### src/rtl/hpe_pkg.sv
// Package: shared helpers for the hotplug slot event register.
// Assumes slot indices wider than the slot count decode to no slot.
package hpe_pkg;

    // Turn a slot index into a one-hot slot vector (zero when out of range).
    function automatic logic [63:0] slot_onehot(input int unsigned idx, input int unsigned nslots);
        logic [63:0] v;
        v = '0;
        if (idx < nslots) begin
            v[idx] = 1'b1;
        end
        return v;
    endfunction

endpackage

### src/rtl/hpe_remove_tracker.sv
// Module: per-slot pending-removal bits with individual set and clear.
// Each slot sets on its own request and clears only on its own accepted
// eject; a same-cycle set beats the clear. Reset flushes every bit and
// reports the flushed set on eject_done.
module hpe_remove_tracker #(
    parameter int NUM_SLOTS = 32
) (
    input  logic                 clk,
    input  logic                 rst_n,
    input  logic [NUM_SLOTS-1:0] set_vec,
    input  logic                 eject_we,
    input  logic [NUM_SLOTS-1:0] eject_mask,
    output logic [NUM_SLOTS-1:0] pend,
    output logic [NUM_SLOTS-1:0] eject_done
);

    logic [NUM_SLOTS-1:0] accept;

    // Ejects count only for slots that have a removal pending.
    always_comb begin
        accept = eject_we ? (eject_mask & pend) : '0;
    end

    for (genvar s = 0; s < NUM_SLOTS; s++) begin : g_slot
        // One slot's removal bit: set wins over clear, reset flushes.
        always_ff @(posedge clk) begin
            if (!rst_n) begin
                pend[s] <= 1'b0;
            end else if (set_vec[s]) begin
                pend[s] <= 1'b1;
            end else if (accept[s]) begin
                pend[s] <= 1'b0;
            end
        end
    end

    // Report ejected slots; on reset the flushed pending set is reported.
    always_ff @(posedge clk) begin
        if (!rst_n) begin
            eject_done <= pend;
        end else begin
            eject_done <= accept;
        end
    end

endmodule

### src/rtl/hpe_plug_notice.sv
// Module: single plug-notice flag, set by an accepted plug event and
// cleared by a status read; a plug in the same cycle as a read wins.
module hpe_plug_notice (
    input  logic clk,
    input  logic rst_n,
    input  logic plug_evt,
    input  logic rd_stb,
    output logic notice
);

    // Hold the notice until a read without a simultaneous plug.
    always_ff @(posedge clk) begin
        if (!rst_n) begin
            notice <= 1'b0;
        end else if (plug_evt) begin
            notice <= 1'b1;
        end else if (rd_stb) begin
            notice <= 1'b0;
        end
    end

endmodule

### src/rtl/hpe_event_reg.sv
// Module: hotplug slot event register top. Decodes plug and unplug
// requests, tracks removals per slot, forms the device-check set and
// drives the interrupt request. Assumes at most one plug and one unplug
// request per cycle; NUM_SLOTS is at most 64.
module hpe_event_reg #(
    parameter int NUM_SLOTS = 32,
    localparam int IDX_W = (NUM_SLOTS > 1) ? $clog2(NUM_SLOTS) : 1
) (
    input  logic                 clk,
    input  logic                 rst_n,
    input  logic                 plug_stb,
    input  logic [IDX_W-1:0]     plug_slot,
    input  logic                 unplug_stb,
    input  logic [IDX_W-1:0]     unplug_slot,
    input  logic                 eject_we,
    input  logic [NUM_SLOTS-1:0] eject_mask,
    input  logic                 rd_stb,
    input  logic [NUM_SLOTS-1:0] present_mask,
    input  logic [NUM_SLOTS-1:0] hotplug_mask,
    output logic [NUM_SLOTS-1:0] rd_down,
    output logic [NUM_SLOTS-1:0] rd_up,
    output logic [NUM_SLOTS-1:0] devcheck,
    output logic [NUM_SLOTS-1:0] eject_done,
    output logic                 irq
);
    import hpe_pkg::*;

    logic [63:0]          unplug_wide;
    logic [NUM_SLOTS-1:0] unplug_vec;
    logic                 same_slot;
    logic                 plug_evt;
    logic                 notice;

    // Decode the unplug index into a slot vector.
    always_comb begin
        unplug_wide = slot_onehot(int'(unplug_slot), NUM_SLOTS);
        unplug_vec  = unplug_stb ? unplug_wide[NUM_SLOTS-1:0] : '0;
    end

    // A plug colliding with an unplug of the same slot is dropped.
    always_comb begin
        same_slot = unplug_stb && (plug_slot == unplug_slot);
        plug_evt  = plug_stb && !same_slot;
    end

    hpe_remove_tracker #(.NUM_SLOTS(NUM_SLOTS)) u_remove (
        .clk        (clk),
        .rst_n      (rst_n),
        .set_vec    (unplug_vec),
        .eject_we   (eject_we),
        .eject_mask (eject_mask),
        .pend       (rd_down),
        .eject_done (eject_done)
    );

    hpe_plug_notice u_notice (
        .clk      (clk),
        .rst_n    (rst_n),
        .plug_evt (plug_evt),
        .rd_stb   (rd_stb),
        .notice   (notice)
    );

    // Device-check set and legacy up value: present and hotpluggable slots.
    always_comb begin
        devcheck = present_mask & hotplug_mask;
        rd_up    = devcheck;
    end

    // Interrupt while any removal is pending or a plug is unread.
    always_comb begin
        irq = (|rd_down) || notice;
    end

endmodule

### config.mk
export PLATFORM = sky130hd
export DESIGN_NAME = hpe_event_reg
export DESIGN_NICKNAME = d
export VERILOG_FILES = /design/src/rtl/hpe_pkg.sv /design/src/rtl/hpe_remove_tracker.sv /design/src/rtl/hpe_plug_notice.sv /design/src/rtl/hpe_event_reg.sv
export SDC_FILE = /design/constraint.sdc
export NUM_CORES = 1
export LEC_CHECK = 0
export BUFFER_PORTS_ARGS = -buffer_cell sky130_fd_sc_hd__buf_2
export CAP_MARGIN = 10
export CORE_AREA = 2 2 94 96
export CTS_BUF_LIST = sky130_fd_sc_hd__clkbuf_4 sky130_fd_sc_hd__clkbuf_8
export DETAILED_ROUTE_END_ITERATION = 12
export DIE_AREA = 0 0 96 98
export PLACE_DENSITY = 0.75
export SLEW_MARGIN = 0
export SYNTH_ARGS = -nofsm -noshare
export SYNTH_HDL_FRONTEND = slang
export SYNTH_SLANG_ARGS = --single-unit
### constraint.sdc
create_clock -name clk -period 3.15 [get_ports clk]
set_clock_uncertainty 0.1 [all_clocks]
set_input_delay 0.7875 -clock clk [delete_from_list [all_inputs] [get_ports clk]]
set_output_delay 0.7875 -clock clk [all_outputs]
set_load 0.005 [all_outputs]
# [After elaboration in Yosys (flattened, before gate mapping)]
# Index checks and enable logic that the tools add are counted.
[totals] register_bits=65 input_bits=112 out_inout_bits=129 wordCells=149
[classes] n_lt_le_gt_ge=2 n_eq_ne=1 muxes=71 bitwise=2 reduce_logical=39
[ops] operator="32-bit two-way mux" n=3
[ops] operator="1-bit two-way mux" n=67
[ops] operator="2-bit nonzero test" n=33
[ops] operator="32-bit AND" n=2
[ops] operator="32-bit OR reduction" n=1
[ops] operator="5-bit by 7-bit < comparator with 1-bit output, second input constant" n=1
[ops] operator="1-bit demux with 5-bit select" n=1
[ops] operator="5-bit equality test" n=1
[ops] operator="5-bit by 1-bit >= comparator with 1-bit output, second input constant" n=1
[ops] operator="1-bit logical AND" n=3
[ops] operator="1-bit zero test" n=1
[ops] operator="1-bit logical OR" n=1

# [Depth between registers and ports, before layout]
[depth] word_depth=6 depth_mapped=4 ltp_nobuf=3

# [Modules after synthesis]
# A second synthesis with hierarchy kept.
[hier_totals] hier_cells=342 area_unflattened_um2=3062.9
[modules_own_cells] module="hpe_remove_tracker" n_inst=1 cells_each=206 area_each_um2=2220.9 seq_area_each_um2=1281.2
[modules_own_cells] module="hpe_event_reg" n_inst=1 cells_each=133 area_each_um2=800.8 seq_area_each_um2=0.0
[modules_own_cells] module="hpe_plug_notice" n_inst=1 cells_each=3 area_each_um2=41.3 seq_area_each_um2=20.0

# [Worst setup path before layout]
# No wires, ideal clock.
[synth_path] kind="input-to-output" from="input present_mask[0]" to="output rd_up[0]" t_arrival_ns=1.075 t_required_ns=2.263 setup_slack_ns=1.188 cell_stages=2 path_buffers=1 cell_sequence="and2_1 -> buf_4"
[synth_via] elab_chain_len=1
[synth_lines] element="start: declaration" line_no="hpe_event_reg.sv:18" source="input logic [NUM_SLOTS-1:0] present_mask,"
[synth_lines] element="32-bit AND" line_no="hpe_event_reg.sv:66" source="devcheck = present_mask & hotplug_mask;"
[synth_lines] element="end: declaration" line_no="hpe_event_reg.sv:21" source="output logic [NUM_SLOTS-1:0] rd_up,"
# Every way passes these cells.

# [Final worst setup path]
[layout_path] from="register u_remove.pend[23]" to="output irq"
[layout_via] elab_chain_len=2
[layout_lines] element="start: declaration" line_no="hpe_remove_tracker.sv:13" source="output logic [NUM_SLOTS-1:0] pend,"
[layout_lines] element="start signal: indexed assignment" line_no="hpe_remove_tracker.sv:28" source="pend[s] <= 1'b0;"
[layout_lines] element="start signal: indexed assignment" line_no="hpe_remove_tracker.sv:30" source="pend[s] <= 1'b1;"
[layout_lines] element="start signal: indexed assignment" line_no="hpe_remove_tracker.sv:32" source="pend[s] <= 1'b0;"
[layout_lines] element="32-bit OR reduction" line_no="hpe_event_reg.sv:72" source="irq = (|rd_down) || notice;"
[layout_lines] element="1-bit logical OR" line_no="hpe_event_reg.sv:72"
[layout_lines] element="end: declaration" line_no="hpe_event_reg.sv:24" source="output logic irq"
# Every way passes these cells.

==> results.toml <==
[final_layout]
area_growth_pct = 42.3
drive_above_1_share_pct = 49.3
final_common_cell = "buf_2"
regArea_um2 = 1300
final_cell_mix = "buf_2 (240), dfxtp_1 (65), nand2_1 (44), a21boi_1 (36), and2_1 (35)"
final_nets = 643
insertedDiodeCount = 0
final.fill_count = 847
multi_input_area_um2 = 1350

[timing]
hold_viol_final = 0
timing.fmax_mhz = 367
worstMarginPinSlew_ns = 0.658
setup_viol = 0
timing.final.crit_period_ns = 2.72
period_share_pct = 86.5
setup_ws_ns = 0.426
max_slew_margin_pct = 56.2
rsz0062_at_grt = "false"
finalMaxSlewViolations = 0
fin_tns_setup_ns = 0

[cts]
ctsRootBufferMaster = "clkbuf_8"
cts_num_sinks = 65
cts_tree = "yes"
clk_latency_ns = 0.34
cts_hold_buf = 0
cts_buffer_depth = 2
cts_resized = 0
htree_levels = 3
cts.clk_slew.worst_paths_ns = 0.07
postCtsSetupBuffers = 0
cts_buffers = 9

[critical_path]
r2r_start = "u_notice.notice$_SDFFE_PN0P_"
required_ns = 2.26
path_class = "reg2out"
endpoint_kind = "output pin"
worst-path-max-fanout = 4
ff2ff_path_depth = 3
start_kind = "flop"
crit_start = "u_remove.pend[23]$_SDFFE_PN0P_"
worstPathArrival_ns = 1.84

[floorplan]
fp.dieW_um = 96
die_area_um2 = 9410
dieHeight_um = 98
rows = 34
core_area_um2 = 8470
initial_core_util_pct = 34.9
boundaryPins = 241

[yosys]
synthCells = 325
synthMuxAreaShare_pct = 0
synth_seq_cells = 65
syn_nets = 437
avgSynthCellArea_um2 = 9.09
synth_seq_area_share_pct = 44.0
synth_xor_area_share_pct = 1.48
synthSimpleGateAreaFrac_pct = 27.4
synth_top_family_by_area = "simple AND/OR/NAND/NOR gates"
netlist_area_um2 = 2950
synth_fa_ha_area_share_pct = 0
synth_compound_area_share_pct = 16.7
synth_warnings = 0
synth.distinct_cells = 30

[placed_design]
place_ws_ns = 0.856
portBuffers = 240
gp_congestion = 0.846
dp_hpwl_um = 6940

[drt]
postRouteAntennaNets = 0
wl_per_cell_um = 13.7
drt-pass1-iter-count = 4
vias = 2955
drc = 0
drt-total-wl_um = 8800
drt_iter0_drc = 63
viasPerCell = 4.60

[power_and_ir_drop]
ir_drop_mv = 0.154
power_uw = 1800
powerDensity_nw_per_um2 = 429
total_leakage_power_uw = 0.00217

[min_path]
hp-class = "reg2reg"
min_delay_path_depth = 2
worstHoldStart = "u_remove.pend[25]$_SDFFE_PN0P_"

[global_routing]
antenna_found_initial = 0
first_global_vias = 2841
grt-ovfl-total = 0
track_usage_pct = 18.5
grt_pass1_wl_um = 13500
grt_max_degree = 43

[job]
drv_cap = 0

[run_status]
outcome = "complete, no violations"
## logic make-up after synthesis
| kind of cell | after synthesis |
|---|---|
| flip-flops | 65 |
| buffers and inverters | 47 |
| XOR/XNOR | 5 |
| AND/OR/NAND/NOR | 142 |
| AO/OA/AOI/OAI | 66 |
## power breakdown
part	internal (µW)	total, µW	leakage, µW	switching [µW]
sequential	830	835	0.000524	5.23
combinational	122	234	0.00154	111
clock	423	733	0.000103	311
total	1370	1800	0.00217	427
## path summary, 6_finish.rpt
path | to | slack, ns
setup / recovery | irq | 0.43
hold / removal | u_remove.pend[25]$_SDFFE_PN0P_ | 0.38
setup reg to reg | u_notice.notice$_SDFFE_PN0P_ | 2.18
hold reg to reg | u_remove.pend[25]$_SDFFE_PN0P_ | 0.38
## routing by layer
| layer | global-route usage [%] | up-vias | part of all wire, % |
|---|---|---|---|
| met1 | 22.5 | 1326 | 41 |
| met4 | 7.36 | 0 | 1.6 |
| met5 | 0 | - | 0 |
| met2 | 31.0 | 135 | 49 |
| li1 | - | 1481 | - |
| met3 | 4.55 | 13 | 8.4 |
## cell usage after synthesis (all sizes together)
library cell | number | share of area (%)
nor2 | 5 | 0.64
nand4 | 2 | 0.42
or3b | 1 | 0.38
or3 | 2 | 0.42
nand2 | 44 | 5.6
and2 | 35 | 7.4
nor3 | 1 | 0.34
clkbuf | 8 | 1.0
nand2b | 3 | 0.64
a31oi | 1 | 0.21
nand3 | 2 | 0.34
nand3b | 5 | 1.3
nor3b | 4 | 1.7
o21a | 3 | 0.76
a21boi | 44 | 11
nor4 | 8 | 1.7
or2 | 9 | 1.9
dfxtp | 65 | 44
and3 | 1 | 0.21
a2bb2oi | 1 | 0.30
o21ai | 1 | 0.17
buf | 39 | 9.3
a22oi | 16 | 4.1
nor2b | 18 | 3.9
xor2 | 5 | 1.5
and3b | 2 | 0.59
## worst max-delay path: stages, from the launching register on
cell and delay, ns:
dfxtp_1 0.33, nor4_1 0.46, nand4_1 0.18, or3_1 0.39
buf_2 0.14
## metrics by stage
step                instance area, µm²  instances  hold slack (ns)  util (%)
floorplan                         2950        325            0.368         -
global placement                  4000        628            0.364      47.3
detailed placement                4000        628            0.375      47.3
CTS                               4200        643            0.383      49.7
global route                      4200        643            0.399      49.7
finish                            4200        643            0.381      49.7
## sequential cells by signal, summed over array words and instances, names as in the netlist
name                 cells
u_notice.notice          1
u_remove.eject_done     32
u_remove.pend           32
## area by class of cell
class / instances / area share, %
multi-input cells: 213 / 32.1
flip-flops and latches: 65 / 31.0
repair buffers: 242 / 28.9
clock buffers: 13 / 3.96
well taps: 108 / 3.21
clock inverters: 2 / 0.893
Power figures use the tool's default switching activity.
